`src/rtl/atomic_sem_pkg.sv`:
```
package atomic_sem_pkg;

    typedef enum logic [1:0] {
        SEM_FREE   = 2'd0,
        SEM_OWNED  = 2'd1,
        SEM_SHARED = 2'd2
    } sem_state_e;

    typedef enum logic [1:0] {
        OP_NONE = 2'd0,
        OP_INC  = 2'd1,
        OP_DEC  = 2'd2
    } sem_op_e;

endpackage

```
`src/rtl/sem_arbiter.sv`:
```
module sem_arbiter #(
    parameter int N = 4
) (
    input  logic [N-1:0] req,
    output logic [N-1:0] grant
);

    logic [N:0] seen;

    // Lowest index wins: a bit is granted only if no lower bit requested.
    assign seen[0] = 1'b0;

    generate
        for (genvar i = 0; i < N; i++) begin : g_pri
            assign grant[i]  = req[i] & ~seen[i];
            assign seen[i+1] = seen[i] | req[i];
        end
    endgenerate

endmodule

```
`src/rtl/sem_opsel.sv`:
```
module sem_opsel
    import atomic_sem_pkg::*;
#(
    parameter int N = 4
) (
    input  logic [N-1:0] grant,
    input  logic [N-1:0] inc_req,
    output sem_op_e      op
);

    always_comb begin
        op = OP_NONE;
        if (|grant) begin
            // Increment strobe dominates when a requester raises both.
            op = (|(grant & inc_req)) ? OP_INC : OP_DEC;
        end
    end

endmodule

```
`src/rtl/sem_core.sv`:
```
module sem_core
    import atomic_sem_pkg::*;
#(
    parameter int W = 8
) (
    input  logic         clk,
    input  logic         rst,
    input  sem_op_e      op,
    output logic [W-1:0] value,
    output logic [W-1:0] next_value,
    output logic         busy
);

    localparam logic [W-1:0] ALL_ONES = '1;
    localparam logic [W-1:0] ZERO     = '0;
    localparam logic [W-1:0] ONE      = W'(1);

    logic [W-1:0] value_q;
    sem_state_e   state_q;
    sem_state_e   state_d;

    // Next value: modulo 2**W, no saturation.
    always_comb begin
        next_value = value_q;
        unique case (op)
            OP_INC:  next_value = value_q + ONE;
            OP_DEC:  next_value = value_q - ONE;
            default: next_value = value_q;
        endcase
    end

    // Occupancy transitions.
    always_comb begin
        state_d = state_q;
        unique case (state_q)
            SEM_FREE: begin
                if (op == OP_INC)      state_d = SEM_OWNED;   // ACQUIRE
                else if (op == OP_DEC) state_d = SEM_SHARED;  // STRAY_DEC
            end
            SEM_OWNED: begin
                if (op == OP_INC)      state_d = SEM_SHARED;  // CONTEND
                else if (op == OP_DEC) state_d = SEM_FREE;    // RELEASE
            end
            SEM_SHARED: begin
                if (op == OP_INC && next_value == ALL_ONES)
                    state_d = SEM_FREE;                       // WRAP_FREE
                else if (op == OP_DEC && next_value == ZERO)
                    state_d = SEM_OWNED;                      // BACKOFF
            end
            default: state_d = SEM_FREE;
        endcase
    end

    // State and value registers.
    always_ff @(posedge clk) begin
        if (rst) begin
            state_q <= SEM_FREE;
            value_q <= ALL_ONES;
        end else begin
            state_q <= state_d;
            value_q <= next_value;
        end
    end

    // Outputs.
    always_comb begin
        value = value_q;
        busy  = (state_q != SEM_FREE);
    end

endmodule

```
`src/rtl/sem_rsp.sv`:
```
module sem_rsp #(
    parameter int N = 4,
    parameter int W = 8
) (
    input  logic         clk,
    input  logic         rst,
    input  logic [N-1:0] grant,
    input  logic [W-1:0] next_value,
    output logic [N-1:0] rsp_valid,
    output logic [W-1:0] rsp_value,
    output logic         rsp_zero
);

    generate
        for (genvar i = 0; i < N; i++) begin : g_vld
            always_ff @(posedge clk) begin
                if (rst) rsp_valid[i] <= 1'b0;
                else     rsp_valid[i] <= grant[i];
            end
        end
    endgenerate

    always_ff @(posedge clk) begin
        if (rst) begin
            rsp_value <= '1;
            rsp_zero  <= 1'b0;
        end else if (|grant) begin
            rsp_value <= next_value;
            rsp_zero  <= (next_value == '0);
        end
    end

endmodule

```
`src/rtl/atomic_sem.sv`:
```
module atomic_sem
    import atomic_sem_pkg::*;
#(
    parameter int NUM_REQ = 4,
    parameter int SEM_W   = 8
) (
    input  logic               clk,
    input  logic               rst,
    input  logic [NUM_REQ-1:0] inc_req,
    input  logic [NUM_REQ-1:0] dec_req,
    output logic [NUM_REQ-1:0] stall,
    output logic [NUM_REQ-1:0] rsp_valid,
    output logic [SEM_W-1:0]   rsp_value,
    output logic               rsp_zero,
    output logic [SEM_W-1:0]   sem_value,
    output logic               busy
);

    logic [NUM_REQ-1:0] req;
    logic [NUM_REQ-1:0] grant;
    logic [SEM_W-1:0]   next_value;
    sem_op_e            op;

    assign req   = inc_req | dec_req;
    assign stall = req & ~grant;

    sem_arbiter #(.N(NUM_REQ)) u_arb (
        .req   (req),
        .grant (grant)
    );

    sem_opsel #(.N(NUM_REQ)) u_opsel (
        .grant   (grant),
        .inc_req (inc_req),
        .op      (op)
    );

    sem_core #(.W(SEM_W)) u_core (
        .clk        (clk),
        .rst        (rst),
        .op         (op),
        .value      (sem_value),
        .next_value (next_value),
        .busy       (busy)
    );

    sem_rsp #(.N(NUM_REQ), .W(SEM_W)) u_rsp (
        .clk        (clk),
        .rst        (rst),
        .grant      (grant),
        .next_value (next_value),
        .rsp_valid  (rsp_valid),
        .rsp_value  (rsp_value),
        .rsp_zero   (rsp_zero)
    );

endmodule

```
`config.mk`:
```
export PLATFORM = sky130hd
export DESIGN_NAME = atomic_sem
export DESIGN_NICKNAME = d
export VERILOG_FILES = /design/src/rtl/atomic_sem_pkg.sv /design/src/rtl/sem_arbiter.sv /design/src/rtl/sem_opsel.sv /design/src/rtl/sem_core.sv /design/src/rtl/sem_rsp.sv /design/src/rtl/atomic_sem.sv
export SDC_FILE = /design/constraint.sdc
export NUM_CORES = 1
export LEC_CHECK = 0
export ABC_AREA = 1
export BUFFER_PORTS_ARGS = -buffer_cell sky130_fd_sc_hd__buf_4
export CORE_MARGIN = 2
export CORE_UTILIZATION = 50
export CTS_CLUSTER_SIZE = 8
export DETAILED_ROUTE_END_ITERATION = 7
export GPL_ROUTABILITY_DRIVEN = 0
export GPL_TIMING_DRIVEN = 1
export PLACE_DENSITY = 0.76
export REMOVE_ABC_BUFFERS = 1
export SLEW_MARGIN = 20
export SYNTH_ARGS = -nofsm -noshare
export SYNTH_HDL_FRONTEND = slang
export SYNTH_SLANG_ARGS = --single-unit
export TNS_END_PERCENT = 10
```
`constraint.sdc`:
```
create_clock -name clk -period 7.5 [get_ports clk]
set_clock_uncertainty 0.2 [all_clocks]
set_input_delay 1.125 -clock clk [delete_from_list [all_inputs] [get_ports clk]]
set_output_delay 1.125 -clock clk [all_outputs]
set_load 0.02 [all_outputs]
```
==> results of run 1 <==
cell usage after synthesis, drive strengths merged:
library cell  number
a21oi             14
buf                2
clkbuf             3
conb               1
dfxtp             23
fa                 1
ha                 6
inv               28
nand2             65
nand3             22
nand3b             1
nand4              5
nor2              22
nor3               2
nor4               1
o21ai              4
or2                1
or4                1
xnor2              1
xor2               2
routing by layer:
metal  global-route usage [%]  part of all wire, %
met1                     26.6                   48
met4                     1.99                 0.42
met5                        0                    0
met2                     33.1                   48
met3                     4.76                  3.4
sequential cells by signal (all words and copies together), names as in the netlist:
name	count
u_rsp.rsp_value	8
u_rsp.rsp_zero	1
u_core.value	8
u_rsp.rsp_valid	4
u_core.state_q	2
stage by stage:
| step | util [%] | std cells | cell area [um2] |
|---|---|---|---|
| CTS | 63.0 | 269 | 1720 |
| global placement | 62.0 | 265 | 1700 |
| global route | 63.0 | 269 | 1720 |
| detailed placement | 62.0 | 265 | 1700 |
| floorplan | - | 200 | 1400 |
| finish | 63.0 | 269 | 1720 |
kinds of logic (layout without fill, tap and decap cells):
| kind of cell | count (synthesis) | count (layout) | synth area share, % |
|---|---|---|---|
| simple gates | 120 | 120 | 42.3 |
| buf+inv | 33 | 66 | 9.44 |
| flops | 23 | 23 | 32.2 |
| compound gates | 18 | 18 | 7.34 |
| fa+ha+maj | 7 | 7 | 6.64 |
| xor+xnor | 3 | 3 | 1.84 |
| other cells | 1 | 1 | 0.262 |
worst paths after layout:
path         cells past startpoint  slack (ns)                       startpoint                         endpoint
min                              2        0.29  u_rsp.rsp_value[7]$_SDFFE_PP1N_  u_rsp.rsp_value[7]$_SDFFE_PP1N_
max                             18        3.65                       inc_req[1]   u_core.state_q[0]$_SDFFE_PP0P_
max reg2reg                     13        5.08       u_core.value[0]$_SDFF_PP1_   u_core.state_q[0]$_SDFFE_PP0P_
min reg2reg                      2        0.29  u_rsp.rsp_value[7]$_SDFFE_PP1N_  u_rsp.rsp_value[7]$_SDFFE_PP1N_
power groups by stage:
stage | sequential (W) | combinational (W) | clock, W
after floorplan | 0.000204 | 0.000159 | 0
final | 0.000172 | 0.000275 | 0.0000593
after detailed placement | 0.000175 | 0.000273 | 0
after global placement | 0.000174 | 0.000271 | 0
after global routing | 0.000175 | 0.000309 | 0.0000634
after CTS | 0.000172 | 0.000275 | 0.0000597
layout make-up:
class / instances / area [um2] / area share [%]
well taps: 31 / 38.8 / 2.25
flip-flops and latches: 23 / 460 / 26.7
clock buffers: 4 / 26.3 / 1.53
multi-input cells: 149 / 836 / 48.5
inverters: 28 / 105 / 6.10
repair buffers: 34 / 255 / 14.8
critical path, delay by kind of cell:
family / cells / cell delay [ns]
AO/OA/AOI/OAI: 4 / 0.73
adder cells (fa/ha/maj): 1 / 0.41
buffers and inverters: 3 / 0.27
AND/OR/NAND/NOR: 10 / 1.37
==> impl_metrics.toml, run 1 <==
[synth]
synth_cell_types = 32
synth_warnings = 0
synth_area_mm2 = 0.00143
avgSynthCellArea_um2 = 6.98
ys_seq_area_share_pct = 32.2
syn_inst = 205
yosys.area.top_type_share_pct = 32.2
synth.area.top_cells = "dfxtp_1 (32%), nand2_1 (16%), inv_1 (6.8%)"
synth_top_area_cell = "dfxtp_1"
synth_seq_cells = 23

[setup_path]
cp_cell_sequence = "buf_4, a21oi_1, nand2_1, inv_1, nand2_1, nor2_1, ha_1, a21oi_1, nand2_1, a21oi_1, nand2_1, nand4_1, nand2_1, inv_1, nand4_2, nand3_2, nand2_2, a21oi_2"
critPathKind = "input port to flop"
end_kind = "flop"
max_stage_delay_ns = 0.54
crit_path_max_fanout = 9
crit_slowest_cell = "nor2_1"
worstPathArrival_ns = 3.91
crit_top_cell = "nand2_1"
worst_ep_required_time_ns = 7.57
startpoint_type = "input port"

[detailed_routing]
vias = 1352
antenna_left = 0
dr.first_iter.drc_count = 28
post_drt_via_cell_ratio = 5.03
first_pass_iters = 4
routed_wl_um = 3100
drc = 0
detail_route.wl_per_cell_um = 11.5

[sta]
drv_slew = 0
hold_violations = 0
hold_slack_ns = 0.290
setup_slack_ns = 3.65
relSlewSlack_pct = 54.6
rsz0062_at_grt = "no"
clock.fmax_mhz = 260
tns_ns = 0
period_needed_ns = 3.85
worst_pin_slew_ns = 0.678
setup_viol = 0
fin_crit_sh_pct = 51.3

[clock_network]
cts.path.max_buffers = 2
cts-root-buf = "clkbuf_4"
worstSkewPairLatency_ns = 0.31
numCtsBuffers = 3
cts_hold_buf = 0
post-cts-setup-buffer-count = 0
clk_pin_slew_worst_paths_ns = 0.13
cts_sinks = 23
htree_levels = 1
cts_tree = "done"
ctsResizeCount = 0

[power]
pwr-share-clk_pct = 11.7
intPower_w = 0.000276
swShare_pct = 45.4
p_per_area_mw_per_mm2 = 294
power_leakage_nw = 0.915
p_sw_w = 0.000230
pwr-share-seq_pct = 33.9
fin_total_pwr_w = 0.000505
combPwrFrac_pct = 54.3
vdd_drop_max_mv = 0.253

[global_route]
grt_pass1_vias = 1170
grt_max_degree = 18
grt_usage_pct = 19.7
antenna_found_initial = 0
grt_overflow = 0
grt_pass1_wl_um = 5150

[floorplan]
rows = 19
design.core.area_mm2 = 0.00273
dieArea_mm2 = 0.00331
start_util_pct = 52.4
fp.dieW_um = 57.5
die_y_um = 57.5
ios = 36

[min_path]
hold_class = "flop to flop"

[placement]
port_buffers = 34
place_ws_ns = 3.30
dp_hpwl_um = 2410

[cells_and_area]
final_layout_size_suffix_gt1_share_pct = 23.9
fin_nets = 256
final_cell_mix = "nand2_1 (61), buf_4 (34), inv_1 (26), dfxtp_1 (23), nand3_1 (19)"
layout_commonest_cell = "nand2_1"
n_fill_cell = 270
syn_to_final_growth_pct = 20.3
n_antenna_cell = 0

[run]
drv_cap = 0

[status]
status = "finished clean"
Power figures use the tool's default switching activity.
==> inputs of run 2 (changes only) <==
- ABC_AREA: 1 -> 0
- CORE_UTILIZATION: 50 -> 46
- PLACE_DENSITY: 0.76 -> 0.74
- clock period: 7.5 -> 3.5 ns (I/O delays scaled with it)
==> impl_metrics.toml, run 2 <==
[status]
status = "finished clean"

[synth]
synth_top_area_cell = "dfxtp_1"
synth.area.top_cells = "dfxtp_1 (35%), nand2_1 (6.3%), ha_1 (5.7%)"
synth_most_common_cell = "dfxtp_1"
ys_seq_area_share_pct = 34.9
synth_cell_types = 46
yosys.area.top_type_share_pct = 34.9
synth-edff-count = 0
synth_seq_cells = 23
synth-main-ff-cell = "dfxtp_1"
synth_warnings = 0
syn_inst = 163
avgSynthCellArea_um2 = 8.10
synth_area_mm2 = 0.00132
synthArstFlopShare_pct = 0
synth_common_cells = "dfxtp_1 (23), nand2_1 (22), nor2_1 (20)"

[floorplan]
fp.dieW_um = 57.6
ios = 36
die_y_um = 57.6
start_util_pct = 48.3
rows = 19
dieArea_mm2 = 0.00331
design.core.area_mm2 = 0.00273

[global_route]
grt_pass1_vias = 1184
grt_pass1_wl_um = 4910
grt_max_degree = 23
grt_overflow = 0
antenna_found_initial = 0
grt_usage_pct = 18.5

[clock_network]
clk_pin_slew_worst_paths_ns = 0.11
htree_levels = 1
worstSkewPairLatency_ns = 0.32
numCtsBuffers = 3
cts-root-buf = "clkbuf_4"
ctsResizeCount = 0
cts_tree = "done"
cts_sinks = 23
post-cts-setup-buffer-count = 0
cts.path.max_buffers = 2
cts_hold_buf = 0

[setup_path]
worstPathArrival_ns = 3.25
crit_end = "u_core.state_q[0]$_SDFFE_PP0P_"
startpoint_type = "input port"
end_kind = "flop"
critPathKind = "input port to flop"
rrSetupSlack_ns = 0.72
cp-startpoint = "inc_req[2]"
crit_path_max_fanout = 8
reg2reg_from = "u_core.value[0]$_SDFF_PP1_"
r2r_end = "u_core.state_q[0]$_SDFFE_PP0P_"
worst_ep_required_time_ns = 3.56
worstRegToRegCells = 10

[detailed_routing]
detail_route.wl_per_cell_um = 12.6
routed_wl_um = 2940
first_pass_iters = 4
vias = 1279
antenna_left = 0
post_drt_via_cell_ratio = 5.47
drc = 0
dr.first_iter.drc_count = 27

[sta]
fin_crit_sh_pct = 91.3
rsz0062_at_grt = "no"
hold_slack_ns = 0.221
period_needed_ns = 3.20
tns_ns = 0
hold_violations = 0
clock.fmax_mhz = 313
setup_viol = 0
drv_slew = 0

[placement]
port_buffers = 34
dp_hpwl_um = 2300

[power]
vdd_drop_max_mv = 0.487
fin_total_pwr_w = 0.00121
power_leakage_nw = 0.744
p_per_area_mw_per_mm2 = 726

[min_path]
hold_class = "input port to flop"
hold_depth = 2

[cells_and_area]
final_cell_mix = "buf_4 (42), dfxtp_1 (23), nand2_1 (22), nor2_1 (20), a21oi_1 (12)"
layout_commonest_cell = "buf_4"
register_area_um2 = 460
n_antenna_cell = 0
fin_nets = 221
n_fill_cell = 220
syn_to_final_growth_pct = 26.5
final_layout_size_suffix_gt1_share_pct = 27.6
multi_input_area_um2 = 811

[run]
drv_cap = 0
run 2: cell count changes in the layout (fill, tap and decap cells not counted), moves of 3 or more:
cell      before  now
buf_4         34   42
nor2_1        15   20
nor3b_1        0    4
nand3_1       19    6
nand2b_1       0    5
or2_2          1    4
nand2_1       61   22
nor2_4         5    0
xnor2_1        1    4
inv_1         26    5
a211o_1        0    4
run 2: worst min path at each step:
stage                                    start                              end  slack, ns
2_1_floorplan   u_core.state_q[1]$_SDFFE_PP0P_   u_core.state_q[1]$_SDFFE_PP0P_       0.29
3_3_place_gp   u_rsp.rsp_value[2]$_SDFFE_PP1N_  u_rsp.rsp_value[2]$_SDFFE_PP1N_       0.23
3_5_place_dp   u_rsp.rsp_value[4]$_SDFFE_PP1N_  u_rsp.rsp_value[4]$_SDFFE_PP1N_       0.24
4_1_cts                             inc_req[0]    u_rsp.rsp_valid[1]$_SDFF_PP0_       0.22
5_1_grt                             inc_req[0]    u_rsp.rsp_valid[1]$_SDFF_PP0_       0.21
6_report                            inc_req[0]    u_rsp.rsp_valid[1]$_SDFF_PP0_       0.22
run 2: cells by family after synthesis:
group           count (synthesis)  share of synthesized area, %
flops                          23                          34.9
other cells                     1                         0.284
mux                             1                         0.758
simple gates                   82                          33.6
buf+inv                        11                          3.70
xor+xnor                        7                          4.64
compound gates                 31                          15.0
fa+ha+maj                       7                          7.20
run 2: through the flow:
step                      cells  setup WS, ns  cell area (um2)  util (%)
after floorplan             157       0.00907             1290         -
after global placement      230        0.0697             1640      60.1
after detailed placement    230       -0.0164             1640      60.1
after CTS                   234         0.315             1670      61.1
after global routing        234        0.0249             1670      61.1
final                       234         0.304             1670      61.1
run 2: routing by layer:
| layer | part of all wire [%] | global-route usage (%) |
|---|---|---|
| met3 | 4.7 | 3.85 |
| met1 | 45 | 22.9 |
| met4 | 2.0 | 7.97 |
| met2 | 49 | 31.0 |
| met5 | 0 | 0 |
run 2: power by group:
| group | switching [W] | internal (W) | total [W] |
|---|---|---|---|
| logic | 0.000382 | 0.000322 | 0.000703 |
| registers | 0.0000545 | 0.000333 | 0.000387 |
| clock network | 0.0000780 | 0.0000446 | 0.000123 |
run 2: cell type report:
type | instances | share of cell area [%]
well taps | 31 | 2.32
repair buffers | 42 | 18.9
inverters | 5 | 1.12
clock buffers | 4 | 1.57
flip-flops and latches | 23 | 27.6
multi-input cells | 129 | 48.5
run 2: worst max-delay path, stage by stage:
cell	delay, ns
buf_4	0.11
nor3b_1	0.13
nor3_1	0.29
nand3_1	0.15
inv_1	0.25
ha_1	0.35
nor2b_1	0.18
a22oi_1	0.17
o21ai_0	0.10
a211o_1	0.33
nor3_2	0.27
and3_1	0.19
a41oi_1	0.12
nor2_1	0.10
==> inputs of run 3 (changes only) <==
- ABC_AREA: 0 -> 1
- CORE_UTILIZATION: 46 -> 50
- PLACE_DENSITY: 0.74 -> 0.76
- clock period: 3.5 -> 3.4 ns (I/O delays scaled with it)
==> impl_metrics.toml, run 3 (synthesis results as in run 1) <==
[clock_network]
clk_pin_slew_worst_paths_ns = 0.13
cts_hold_buf = 0
htree_levels = 1
worstSkewPairLatency_ns = 0.32
post-cts-setup-buffer-count = 0
cts-root-buf = "clkbuf_4"
numCtsBuffers = 3
cts_sinks = 23
ctsResizeCount = 0
cts.path.max_buffers = 2
cts_tree = "done"

[min_path]
hold_class = "input port to flop"
hold_depth = 2
hold_path_end = "u_rsp.rsp_valid[1]$_SDFF_PP0_"
min_from = "dec_req[0]"

[detailed_routing]
vias = 1353
routed_wl_um = 3170
drc = 0
antenna_left = 0
dr.first_iter.drc_count = 36
first_pass_iters = 4
detail_route.wl_per_cell_um = 11.6
post_drt_via_cell_ratio = 4.96

[sta]
fin_crit_sh_pct = 87.5
drv_slew = 0
setup_viol = 0
worst_pin_slew_ns = 0.513
rsz0062_at_grt = "no"
relSlewSlack_pct = 65.8
hold_violations = 0
period_needed_ns = 2.97
tns_ns = 0
clock.fmax_mhz = 336

[setup_path]
cp.buffers_inverters = 3
crit_top_cell = "nand2_1"
crit_family = "simple AND/OR/NAND/NOR gates"
reg2reg_from = "u_core.value[0]$_SDFF_PP1_"
worstRegToRegCells = 13
max_stage_delay_ns = 0.34
r2r_end = "u_core.state_q[0]$_SDFFE_PP0P_"
worst_ep_required_time_ns = 3.47
critPathKind = "input port to flop"
worstPathArrival_ns = 3.05
cp_cell_sequence = "buf_4, nor2_2, inv_2, nor2_4, nand2_1, nand2_1, nor2_1, buf_4, ha_1, a21oi_1, nand2_1, nand2_1, nand2_1, a21oi_4, nand3_2, nor2_4, nand4_2, nand3_2, nand2_2, a21oi_2"
rrSetupSlack_ns = 1.05
crit_path_max_fanout = 6
crit_slowest_cell = "ha_1"
end_kind = "flop"
startpoint_type = "input port"

[floorplan]
rows = 19
ios = 36
fp.dieW_um = 57.5
die_y_um = 57.5
dieArea_mm2 = 0.00331
design.core.area_mm2 = 0.00273
start_util_pct = 52.4

[global_route]
grt_pass1_vias = 1208
antenna_found_initial = 0
grt_usage_pct = 20.6
met1_usage_pct = 25.5
grt_pass1_wl_um = 5270
grt_overflow = 0
grtUsageMet3_pct = 5.90
grt_max_degree = 17
grt_busiest_layer = "met2"
grtUsageMet2_pct = 33.1

[cells_and_area]
n_fill_cell = 258
final_cell_mix = "nand2_1 (61), buf_4 (38), inv_1 (26), dfxtp_1 (23), nand3_1 (19)"
register_area_um2 = 460
syn_to_final_growth_pct = 22.4
layout_commonest_cell = "nand2_1"
multi_input_area_um2 = 836
final_layout_size_suffix_gt1_share_pct = 25.2
n_antenna_cell = 0
fin_nets = 260

[status]
status = "finished clean"

[run]
drv_cap = 0

[power]
power_leakage_nw = 0.935
vdd_drop_max_mv = 0.514
p_per_area_mw_per_mm2 = 643
fin_total_pwr_w = 0.00113

[placement]
port_buffers = 34
dp_hpwl_um = 2450
-- run 3: report_power, final --
part	total (W)	internal [W]	switching [W]	leakage, nW
Clock	0.000131	0.0000460	0.0000851	0.0150
Combinational	0.000619	0.000238	0.000381	0.729
Sequential	0.000377	0.000334	0.0000426	0.191
Total	0.00113	0.000618	0.000508	0.935
-- run 3: worst max path at each step --
stage	startpoint	to	slack, ns	cells past startpoint
final	inc_req[2]	u_core.state_q[0]$_SDFFE_PP0P_	0.43	20
after floorplan	dec_req[0]	u_core.state_q[0]$_SDFFE_PP0P_	0.38	19
after global placement	inc_req[2]	u_core.state_q[0]$_SDFFE_PP0P_	0.16	20
after detailed placement	inc_req[2]	u_core.state_q[0]$_SDFFE_PP0P_	0.11	20
after CTS	inc_req[2]	u_core.state_q[0]$_SDFFE_PP0P_	0.44	20
after global routing	inc_req[2]	u_core.state_q[0]$_SDFFE_PP0P_	0.13	20
-- run 3: area by class of cell --
type                            count  area share, %
Multi-Input combinational cell    149           47.7
Sequential cell                    23           26.3
Timing Repair Buffer               38           16.3
Inverter                           28           6.00
Tap cell                           31           2.21
Clock buffer                        4           1.50
-- run 3: stage by stage --
stage	util, %	std cells	instance area, um2	setup slack, ns	hold WS [ns]
2_1_floorplan	-	200	1400	0.376	0.289
3_3_place_gp	63.1	269	1730	0.160	0.249
3_5_place_dp	63.1	269	1730	0.107	0.256
4_1_cts	64.1	273	1750	0.439	0.174
5_1_grt	64.1	273	1750	0.132	0.174
6_report	64.1	273	1750	0.425	0.178
-- run 3: worst register-to-register path, stage by stage (launching register included) --
cell and delay, ns:
dfxtp_1 0.41, inv_1 0.10, fa_1 0.46, inv_1 0.09, nand3_1 0.08, nand3_1 0.09, nand2_1 0.11, a21oi_4 0.17
nand3_2 0.13, nor2_4 0.12, nand4_2 0.08, nand3_2 0.09, nand2_2 0.06, a21oi_2 0.10
-- run 3: routing by layer --
| layer | routed length [um] | part of all wire (%) |
|---|---|---|
| met5 | 0 | 0 |
| met4 | 93 | 2.9 |
| met3 | 147 | 4.6 |
| met1 | 1460 | 46 |
| met2 | 1460 | 46 |
